[config.mk]
export PLATFORM = sky130hd
export DESIGN_NAME = mcb_byte_cell
export DESIGN_NICKNAME = d
export VERILOG_FILES = /design/src/rtl/mcb_pkg.sv /design/src/rtl/mcb_gf_mult.sv /design/src/rtl/mcb_round_mix.sv /design/src/rtl/mcb_src_sel.sv /design/src/rtl/mcb_byte_cell.sv
export SDC_FILE = /design/constraint.sdc
export NUM_CORES = 1
export LEC_CHECK = 0
export ABC_AREA = 1
export CAP_MARGIN = 10
export CORE_AREA = 2 2 78 61
export DETAILED_ROUTE_END_ITERATION = 6
export DIE_AREA = 0 0 80 63
export PLACE_DENSITY = 0.88
export REMOVE_ABC_BUFFERS = 1
export SLEW_MARGIN = 5
export SYNTH_ARGS = -nofsm -noshare
export SYNTH_HDL_FRONTEND = slang
export SYNTH_SLANG_ARGS = --single-unit
[constraint.sdc]
create_clock -name clk -period 1.7 [get_ports clk]
set_clock_uncertainty 0.2 [all_clocks]
set_input_delay 0.34 -clock clk [delete_from_list [all_inputs] [get_ports clk]]
set_output_delay 0.34 -clock clk [all_outputs]
set_load 0.02 [all_outputs]
[src/rtl/mcb_pkg.sv]
package mcb_pkg;
    localparam int BYTE_W = 8;
    localparam int COL_N  = 4;
    localparam logic [BYTE_W-1:0] RED_POLY = 8'h1B;

    typedef enum logic [1:0] {
        SRC_HOLD = 2'b00,
        SRC_VERT = 2'b01,
        SRC_HORZ = 2'b10,
        SRC_CALC = 2'b11
    } src_e;

    // multiply by {02} in GF(2^8)
    function automatic logic [BYTE_W-1:0] dbl(input logic [BYTE_W-1:0] b);
        return {b[BYTE_W-2:0], 1'b0} ^ (b[BYTE_W-1] ? RED_POLY : '0);
    endfunction
endpackage

[src/rtl/mcb_gf_mult.sv]
module mcb_gf_mult
    import mcb_pkg::*;
#(
    parameter int ROW = 0
) (
    input  logic [COL_N*BYTE_W-1:0] col,
    input  logic                    dec,
    output logic [BYTE_W-1:0]       prod
);
    logic [BYTE_W-1:0] a [COL_N];

    // rotate column so a[0] is this cell's own row
    for (genvar g = 0; g < COL_N; g++) begin : g_rot
        assign a[g] = col[((g + ROW) % COL_N)*BYTE_W +: BYTE_W];
    end

    logic [BYTE_W-1:0] fwd, all_sum, even_sum, corr;

    always_comb begin
        fwd      = dbl(a[0]) ^ dbl(a[1]) ^ a[1] ^ a[2] ^ a[3];
        all_sum  = a[0] ^ a[1] ^ a[2] ^ a[3];
        even_sum = a[0] ^ a[2];
        // inverse coefficients minus forward ones: {0C},{08},{0C},{08}
        corr     = dbl(dbl(even_sum)) ^ dbl(dbl(dbl(all_sum)));
        prod     = dec ? (fwd ^ corr) : fwd;
    end
endmodule

[src/rtl/mcb_round_mix.sv]
module mcb_round_mix
    import mcb_pkg::*;
(
    input  logic [BYTE_W-1:0] prod,
    input  logic [BYTE_W-1:0] own,
    input  logic [BYTE_W-1:0] key,
    input  logic              mix_en,
    output logic [BYTE_W-1:0] res
);
    always_comb begin
        res = (mix_en ? prod : own) ^ key;
    end
endmodule

[src/rtl/mcb_src_sel.sv]
module mcb_src_sel
    import mcb_pkg::*;
(
    input  src_e              sel,
    input  logic [BYTE_W-1:0] cur,
    input  logic [BYTE_W-1:0] vert,
    input  logic [BYTE_W-1:0] horz,
    input  logic [BYTE_W-1:0] calc,
    output logic [BYTE_W-1:0] nxt
);
    always_comb begin
        unique case (sel)
            SRC_HOLD: nxt = cur;
            SRC_VERT: nxt = vert;
            SRC_HORZ: nxt = horz;
            SRC_CALC: nxt = calc;
            default:  nxt = cur;
        endcase
    end
endmodule

[src/rtl/mcb_byte_cell.sv]
module mcb_byte_cell
    import mcb_pkg::*;
#(
    parameter int ROW = 0
) (
    input  logic                    clk,
    input  logic                    rst_n,
    input  logic [COL_N*BYTE_W-1:0] col_in,
    input  logic [BYTE_W-1:0]       key_in,
    input  logic [BYTE_W-1:0]       vert_in,
    input  logic [BYTE_W-1:0]       horz_in,
    input  logic                    dec,
    input  logic                    mix_en,
    input  logic [1:0]              src_sel,
    output logic [BYTE_W-1:0]       q
);
    logic [BYTE_W-1:0] prod, res, nxt, q_r;

    mcb_gf_mult #(.ROW(ROW)) u_mult (
        .col  (col_in),
        .dec  (dec),
        .prod (prod)
    );

    mcb_round_mix u_mix (
        .prod   (prod),
        .own    (q_r),
        .key    (key_in),
        .mix_en (mix_en),
        .res    (res)
    );

    mcb_src_sel u_sel (
        .sel  (src_e'(src_sel)),
        .cur  (q_r),
        .vert (vert_in),
        .horz (horz_in),
        .calc (res),
        .nxt  (nxt)
    );

    always_ff @(posedge clk or negedge rst_n) begin
        if (!rst_n) q_r <= '0;
        else        q_r <= nxt;
    end

    always_comb begin
        q = q_r;
    end
endmodule

==> results of run 1 <==
-- metal layers --
layer / wire length [um] / global-route usage
met3: 971 / 0.0390
met5: 0 / 0
met1: 3580 / 0.371
met2: 4630 / 0.521
met4: 805 / 0.102
-- placed cells by master (no fill, tap or decap), drive strengths merged --
master and n:
nand3 34, o21ai 2, nand2 145, clkbuf 3, o211ai 2, buf 68, nand4 4, dfrtp 8
xnor2 20, a22oi 1, nand3b 4, xor2 27, a31oi 8, nor2 10, dlygate4sd2 10, or2 7
inv 52, a21oi 16, clkdlybuf4s50 28
-- synth_stat cells --
cell,n,share of area
nand2_4,4,0.023
buf_2,2,0.0052
or2_2,6,0.020
xnor2_1,20,0.091
nand2_2,5,0.016
nor2_1,10,0.020
o211ai_1,2,0.0078
o21ai_0,2,0.0052
nand3b_1,4,0.016
a22oi_1,1,0.0039
nand2_1,136,0.27
a31oi_1,8,0.026
inv_1,48,0.094
xor2_1,26,0.12
buf_4,1,0.0039
nand4_1,4,0.013
clkbuf_1,2,0.0039
nand3_1,30,0.078
a21oi_2,1,0.0046
dfrtp_1,8,0.10
a21oi_1,15,0.039
nand3_2,4,0.021
or2_4,1,0.0046
xor2_2,1,0.0085
inv_2,4,0.0078
-- area by class of cell --
type	instances	area, sq um
fillers	217	611
flip-flops and latches	8	200
clock buffers	3	41.3
inverters	52	233
repair buffers	106	962
multi-input cells	280	2190
well taps	57	71.3
-- what timing repair did --
action / CTS / global route
pin swaps: 96 / 63
gates resized for setup: 253 / 107
setup buffers: 6 / 0
setup endpoints to repair: 16 / 8
hold endpoints to repair: 0 / 0
-- power by group --
part	switching [mW]	internal [mW]	leakage, nW
sequential	0.0223	0.215	0.0951
combinational	0.880	0.626	1.74
clock	0.0940	0.155	0.0216
-- final timing paths --
kind | slack, ps | cells past startpoint | end
max in group asynchronous | 710 | 1 | q[7]
min reg2reg | 360 | 2 | q[0]
max reg2reg | 150 | 4 | q[1]
min in group clk | 360 | 2 | q[0]
max | -330 | 14 | q[1]
min | 240 | 1 | q[1]
-- kinds of logic after synthesis --
logic type | after synthesis | share of synthesized area
flip-flops | 8 | 0.104
AND/OR/NAND/NOR | 204 | 0.477
AO/OA/AOI/OAI | 29 | 0.0866
XOR/XNOR | 47 | 0.218
buffers and inverters | 57 | 0.115
-- through the flow --
step / power [mW] / cells
2_1_floorplan: 0.837 / 340
3_3_place_gp: 1.22 / 497
3_5_place_dp: 1.26 / 497
4_1_cts: 1.61 / 506
5_1_grt: 2.08 / 506
6_report: 1.99 / 506
==> run metrics, run 1 <==
result of the run=finished, violations left; post-synthesis sequential area ratio=0.104; crit-path cells=buf_12, inv_8, nand2_2, nand2_2, inv_2, nand2_1, nand2_2, nand3b_1, nand2_2, nand3_1, nand3_2, a21oi_2, nand3b_1, a21oi_2; PD cells=539 nW/um^2; crit start category=input port; flops & latches, synth=8; largest net degree at the start of global routing=12; Yosys cell types=25; final instance area=3700 sq um; max reg flops=8; DP Wirelength=4770 um; TritonRoute pass-1 iters=6; fraction of final layout cells sized beyond drive strength 1=0.517; global-route wire length before repair=11900 um; Final ANT Viol Nets=0; Root Driver=clkbuf_8; Die Ht=63 um; drt total wl=9980 um; grt ovf=0; minimum clock period=2030 ps; Wirelength per Cell=19.7 um; max-cap violation count=0; clock sinks=8; violated checks=setup timing; RR Startpoint=q[1]; Synth warnings=0; vias in the first global route=2640; Worst setup startpoint=col_in[7]; CTS tree=yes; placed instance area=2900 sq um; Post-layout nets=513; RSZ-0062 raised after global routing=true; Slew @ Worst Pin=513 ps; Pins Over Slew Limit=0; peak supply drop=0.000344 V; total CTS buffers=3; via density per instance=5.98; Hold WC Path Type=in2async; CP required=1630 ps; Worst path slowest cell=a21oi_2; clk_lat worst skew=240 ps; Avg Inst Size Synth=5.57 sq um; Post-Synthesis Cell Area=1920 sq um; setup tns final=-1570 ps; max incr delay on CP=270 ps; WHS=242 ps; Vias=3027; DRC=0; H-tree lvl count=1; Most common cell on crit path=nand2_2; post-layout utilization of the core=0.858; I/O Pins=70; family with the most delay on the worst path=simple AND/OR/NAND/NOR gates; Crit Path Class=in2reg; global router's overall resource usage=0.297; CP Max Fanout=5; Post-Place Worst Slack=-750 ps; Layout area overhead=92.4%; critical path buffer and inverter count=3; Achievable Freq=0.494 GHz; Tcrit/Tclk final=1.19; Fin. Hold Viols=0; WP data arrival=1960 ps; Starting Density=0.446; endpoints failing setup=8; initial DRC count=434; Max-slew headroom=0.657; # rows=21; hold_buf cts=0; Die ar.=5040 sq um; Post-Synthesis Cells=345; antenna violations before repair=0; Core Region=4310 sq um; clk buf depth=2; crit end category=flip-flop; # diodes=0; Die W=80 um; Pleak=1.85 nW; # port buffers=69; Final WS setup=-326 ps; CTS clk-pin slew, worst paths=50 ps; Routability Congestion=0.876
(Power assumes the default switching activity.)
==> run 2: changes to the inputs <==
--- a/config.mk
+++ b/config.mk
@@ -7,10 +7,11 @@
 export LEC_CHECK = 0
 export ABC_AREA = 1
 export CAP_MARGIN = 10
-export CORE_AREA = 2 2 78 61
+export CORE_AREA = 2 2 68 70
+export CTS_CLUSTER_DIAMETER = 100
 export DETAILED_ROUTE_END_ITERATION = 6
-export DIE_AREA = 0 0 80 63
-export PLACE_DENSITY = 0.88
+export DIE_AREA = 0 0 70 72
+export PLACE_DENSITY = 0.87
 export REMOVE_ABC_BUFFERS = 1
 export SLEW_MARGIN = 5
 export SYNTH_ARGS = -nofsm -noshare
==> run 2 against run 1 <==
The run still ends with setup timing left. First-iteration DRC count up 64%. Register-to-register slack improved by 80 ps. Sequential power about the same. Combinational power is 6% higher. Hold slack worse by 22 ps. Non-clock buffer count rose by 8. Routed wire length is 17% higher. Clock power rose by 8.8%. Worst setup slack worse by 61 ps.
==> run metrics, run 2 (synthesis gave the netlist of run 1 again) <==
result of the run=finished, violations left; violated checks=setup timing; total CTS buffers=3 (unchanged); CP Max Fanout=4 (-1); Crit Path Class=in2reg; Vias=3266 (+7.9%); Routability Congestion=0.813 (-7.2%); Most common cell on crit path=nand2_2; # port buffers=69 (unchanged); crit start category=input port; Final WS setup=-386 ps (-60.8 ps); TritonRoute pass-1 iters=6 (unchanged); vias in the first global route=2852 (+8.0%); critical path buffer and inverter count=2 (-1); Slew @ Worst Pin=494 ps (-19.4 ps); R2R cell count=4 (unchanged); fraction of final layout cells sized beyond drive strength 1=0.540 (+0.0238); clk_lat worst skew=240 ps (about the same); final instance area=3840 sq um (+3.9%); endpoints failing setup=8 (unchanged); Pins Over Slew Limit=0 (unchanged); Fin. Hold Viols=0 (unchanged); antenna violations before repair=0 (unchanged); minimum clock period=2090 ps (+60.8 ps); Final ANT Viol Nets=0 (unchanged); Core Region=4260 sq um (-1.0%); Die W=70 um (-13%); fillers=161 (-26%); r2r setup slk=230 ps (+80 ps); commonest non-fill, non-tap cell in the layout=nand2_2; Max-slew headroom=0.670 (+0.0130); r2r endpoint=q[4]; clk buf depth=2 (unchanged); Hold WC Path Type=in2async; Worst path slowest cell=nand3_1; CP required=1670 ps (+40 ps); max-cap violation count=0 (unchanged); via density per instance=6.42 (+7.3%); Wirelength per Cell=23.0 um (+17%); max reg flops=8 (unchanged); Tcrit/Tclk final=1.23 (+0.0357); Post-layout nets=521 (+1.6%); placed instance area=2930 sq um (+0.82%); WP data arrival=2060 ps (+100 ps); I/O Pins=70 (unchanged); # diodes=0 (unchanged); Post-Place Worst Slack=-764 ps (-14.1 ps); RR Startpoint=q[4]; post-layout utilization of the core=0.901 (+0.0428); DP Wirelength=4790 um (+0.36%); Starting Density=0.451 (+0.00471); CTS tree=yes; DRC=0 (unchanged); Root Driver=clkbuf_8; initial DRC count=710 (+64%); RSZ-0062 raised after global routing=true; H-tree lvl count=1 (unchanged); crit end category=flip-flop; drt total wl=11700 um (+17%); Layout area overhead=99.9%; clock sinks=8 (unchanged); max incr delay on CP=230 ps (-40 ps); Pleak=1.95 nW (+4.9%); Die ar.=5040 sq um (unchanged); grt ovf=0 (unchanged); Achievable Freq=0.479 GHz (-2.9%); global router's overall resource usage=0.311 (+0.0141); largest net degree at the start of global routing=11 (-1); family with the most delay on the worst path=simple AND/OR/NAND/NOR gates; CTS clk-pin slew, worst paths=60 ps (about the same); # rows=24 (+14%); PD cells=549 nW/um^2 (+1.9%); global-route wire length before repair=12700 um (+6.4%); most frequent cells in the layout=nand2_2, nand2_1, buf_4, inv_1; hold_buf cts=0 (unchanged); crit-path cells=buf_6, inv_4, nand2_2, nand2_2, nand2_2, nand2_2, nand2_1, nand2_2, nand3_1, nand3_1, nand2_1, nand3_2, a21oi_1, nand3b_1, a21oi_1; Die Ht=72 um (+14%); peak supply drop=0.000388 V (+13%)
[run 2: cell count changes in the layout (fill, tap and decap cells not counted), sizes merged]
| cell | change |
|---|---|
| inv | -2 |
| dlygate4sd2 | -1 |
| buf | +8 |
| clkinv | +2 |
| clkbuf | +1 |
[run 2: layer usage]
metal	up-vias	global-route usage	wire (um)
met3	144	0.0569	1270
met4	0	0.160	1210
met2	349	0.608	5630
met5	-	0	0
met1	1478	0.315	3620
li1	1295	-	-
[run 2: layout make-up]
class | instances | area (sq um) | share of cell area
Multi-Input combinational cell | 280 | 2220 | 0.577
Sequential cell | 8 | 200 | 0.0521
Tap cell | 52 | 65.1 | 0.0169
Timing Repair Buffer | 114 | 1060 | 0.275
Inverter | 52 | 260 | 0.0677
Clock buffer | 3 | 41.3 | 0.0107
[run 2: report_power, final]
part           switching [mW]  internal (mW)
Sequential             0.0226          0.215
Combinational           0.946          0.655
Clock                   0.114          0.157
[run 2: what timing repair did]
item,CTS,global route
endpoints found under the hold margin,0,0
pin swaps,104,60
buffers inserted,8,3
gates resized for setup,288,105
setup endpoints to repair,16,8
[run 2: worst max-delay path by stage]
stage	cells after the start	end	slack [ps]	start
finish	15	q[1]	-390	col_in[5]
floorplan	14	q[6]	-60	col_in[31]
detailed placement	10	q[7]	-760	col_in[6]
global placement	15	q[6]	-680	col_in[15]
global route	15	q[1]	-430	col_in[21]
CTS	11	q[7]	-70	col_in[20]
[run 2: per-stage QoR]
stage,power [mW],instances,hold WS [ps],setup TNS [ps]
floorplan,0.837,340,-156,-64.8
global placement,1.23,496,322,-5290
detailed placement,1.27,496,339,-5870
CTS,1.65,506,216,-132
global route,2.17,509,249,-2740
finish,2.11,509,220,-2110
==> run 3: changes to the inputs <==
--- a/config.mk
+++ b/config.mk
@@ -7,11 +7,12 @@
 export LEC_CHECK = 0
 export ABC_AREA = 1
 export CAP_MARGIN = 10
-export CORE_AREA = 2 2 68 70
+export CORE_AREA = 2 2 63 65
 export CTS_CLUSTER_DIAMETER = 100
 export DETAILED_ROUTE_END_ITERATION = 6
-export DIE_AREA = 0 0 70 72
-export PLACE_DENSITY = 0.87
+export DIE_AREA = 0 0 65 67
+export DONT_BUFFER_PORTS = 1
+export PLACE_DENSITY = 0.75
 export REMOVE_ABC_BUFFERS = 1
 export SLEW_MARGIN = 5
 export SYNTH_ARGS = -nofsm -noshare
==> run 3 against run 2 <==
The run still ends with setup timing left. Via count is 32% lower. Clock power decreased by 14%. Sequential share of layout area is 2.3 points higher. Combinational power decreased by 42%. Final cell count decreased by 20%. First-iteration DRC count down 84%. Count of clock-buffer cells in the layout stayed put. Fmax grew 23%. Total power decreased by 32%. Critical path type unchanged.
==> run metrics, run 3 (synthesis gave the netlist of run 1 again) <==
result of the run=finished, violations left; violated checks=setup timing; Seq. cell area=200 sq um (unchanged); R2R cell count=4 (unchanged); placed instance area=2040 sq um (-30%); global-route wire length before repair=7390 um (-42%); via density per instance=5.43 (-15%); Starting Density=0.533 (+0.0823); CTS tree=yes; most frequent cells in the layout=nand2_1, nand2_2, inv_1, xor2_1, nand2_4; CP required=1660 ps (about the same); Routability Congestion=0.816 (+0.36%); Max-slew headroom=0.752 (+0.0827); WP data arrival=1660 ps (-400 ps); Wirelength per Cell=14.3 um (-38%); commonest non-fill, non-tap cell in the layout=nand2_1; busiest grt layer=met2; # rows=22 (-8.3%); Tcrit/Tclk final=1.00 (-0.226); setup tns final=-2.83 ps (+2110 ps); clk_lat worst skew=230 ps (about the same); crit end category=flip-flop; Final ANT Viol Nets=0 (unchanged); PD cells=535 nW/um^2 (-2.5%); Slew @ Worst Pin=370 ps (-124 ps); Pleak=1.37 nW (-30%); Die W=65 um (-7.1%); TritonRoute pass-1 iters=4 (-2); hold depth=3; DP Wirelength=3800 um (-21%); HP Start=key_in[7]; peak supply drop=0.000390 V (+0.60%); drt total wl=5820 um (-50%); crit start category=input port; CP Max Fanout=4 (unchanged); Die Ht=67 um (-6.9%); Vias=2212 (-32%); Core Region=3610 sq um (-15%); # port buffers=0 (-100%); vias in the first global route=1876 (-34%); Fin. Hold Viols=0 (unchanged); final instance area=2670 sq um (-30%); multi-input logic area=1950 sq um (-12%); RR Startpoint=q[1]; Post-layout nets=423 (-19%); global router's overall resource usage=0.214 (-0.0975); RSZ-0062 raised after global routing=true; r2r endpoint=q[1]; met3 usage=0.0608 (+0.00387); minimum clock period=1700 ps (-384 ps); clk buf depth=2 (unchanged); CTS clk-pin slew, worst paths=40 ps (-20 ps); max-cap violation count=0 (unchanged); met1 usage=0.260 (-0.0546); Final WS setup=-2.83 ps (+384 ps); # diodes=0 (unchanged); Achievable Freq=0.587 GHz (+23%); Layout area overhead=39.1%; DRC=0 (unchanged); largest net degree at the start of global routing=19 (+8); r2r setup slk=250 ps (+20 ps); H-tree lvl count=1 (unchanged); Pins Over Slew Limit=0 (unchanged); I/O Pins=70 (unchanged); fillers=275 (+71%); Crit Path Class=in2reg; total CTS buffers=3 (unchanged); initial DRC count=115 (-84%); Die ar.=4360 sq um (-14%); endpoints failing setup=1 (-7); Root Driver=clkbuf_8; Hold EP=q[7]; routing usage on met2=0.367 (-0.241); fraction of final layout cells sized beyond drive strength 1=0.407 (-0.134); max reg flops=8 (unchanged); clock sinks=8 (unchanged); antenna violations before repair=0 (unchanged); grt ovf=0 (unchanged); Hold WC Path Type=in2reg
## run 3: per-stage QoR
stage	hold WS (ps)	worst slack (ps)	instances	utilization	total power, mW
finish	124	-2.83	407	0.741	1.43
global route	129	-140	407	0.741	1.54
CTS	122	23.2	403	0.580	1.21
detailed placement	-155	-174	399	0.566	0.968
global placement	-155	-150	399	0.566	0.952
floorplan	-156	-64.8	340	-	0.837
## run 3: how the worst max path moves through the flow
stage               slack (ps)        from   end
CTS                         20  col_in[15]  q[3]
floorplan                  -60  col_in[31]  q[6]
finish                      -3  col_in[14]  q[5]
global placement          -150  col_in[15]  q[6]
global route              -140  col_in[14]  q[5]
detailed placement        -170  col_in[31]  q[6]
## run 3: power breakdown
group	internal [mW]	switching, mW	leakage [nW]	total, mW
Sequential	0.215	0.0545	0.0951	0.270
Combinational	0.405	0.524	1.25	0.929
Clock	0.154	0.0786	0.0216	0.232
Total	0.774	0.657	1.37	1.43
## run 3: cell type report
cell class,instances,share of cell area
Clock buffer,3,0.0154
Inverter,52,0.112
Multi-Input combinational cell,280,0.729
Sequential cell,8,0.0749
Tap cell,48,0.0225
Timing Repair Buffer,16,0.0459
## run 3: what timing repair did
action | in CTS | in global routing
gates resized for setup | 0 | 167
hold buffers | 1 | 0
buffers inserted | 0 | 4
hold endpoints to repair | 8 | 0
endpoints found under the setup margin | 0 | 7
## run 3: worst max-delay path, cell delays in order
cell,delay [ps]
clkinv_8,30
nand2_4,50
nand2_2,80
nand2_4,90
nand2_4,90
nand2_4,100
nand2_2,60
nand2_2,70
nand2_1,70
nand2_1,70
nand2_2,60
nand2_1,60
nand2_1,60
nand3_2,80
nand2_1,60
nand2_1,80
nand3_2,70
a21oi_2,140
## run 3: layer usage
| layer | wire length [um] | part of all wire |
|---|---|---|
| met1 | 2130 | 0.37 |
| met2 | 3150 | 0.54 |
| met4 | 129 | 0.022 |
| met5 | 0 | 0 |
| met3 | 402 | 0.069 |
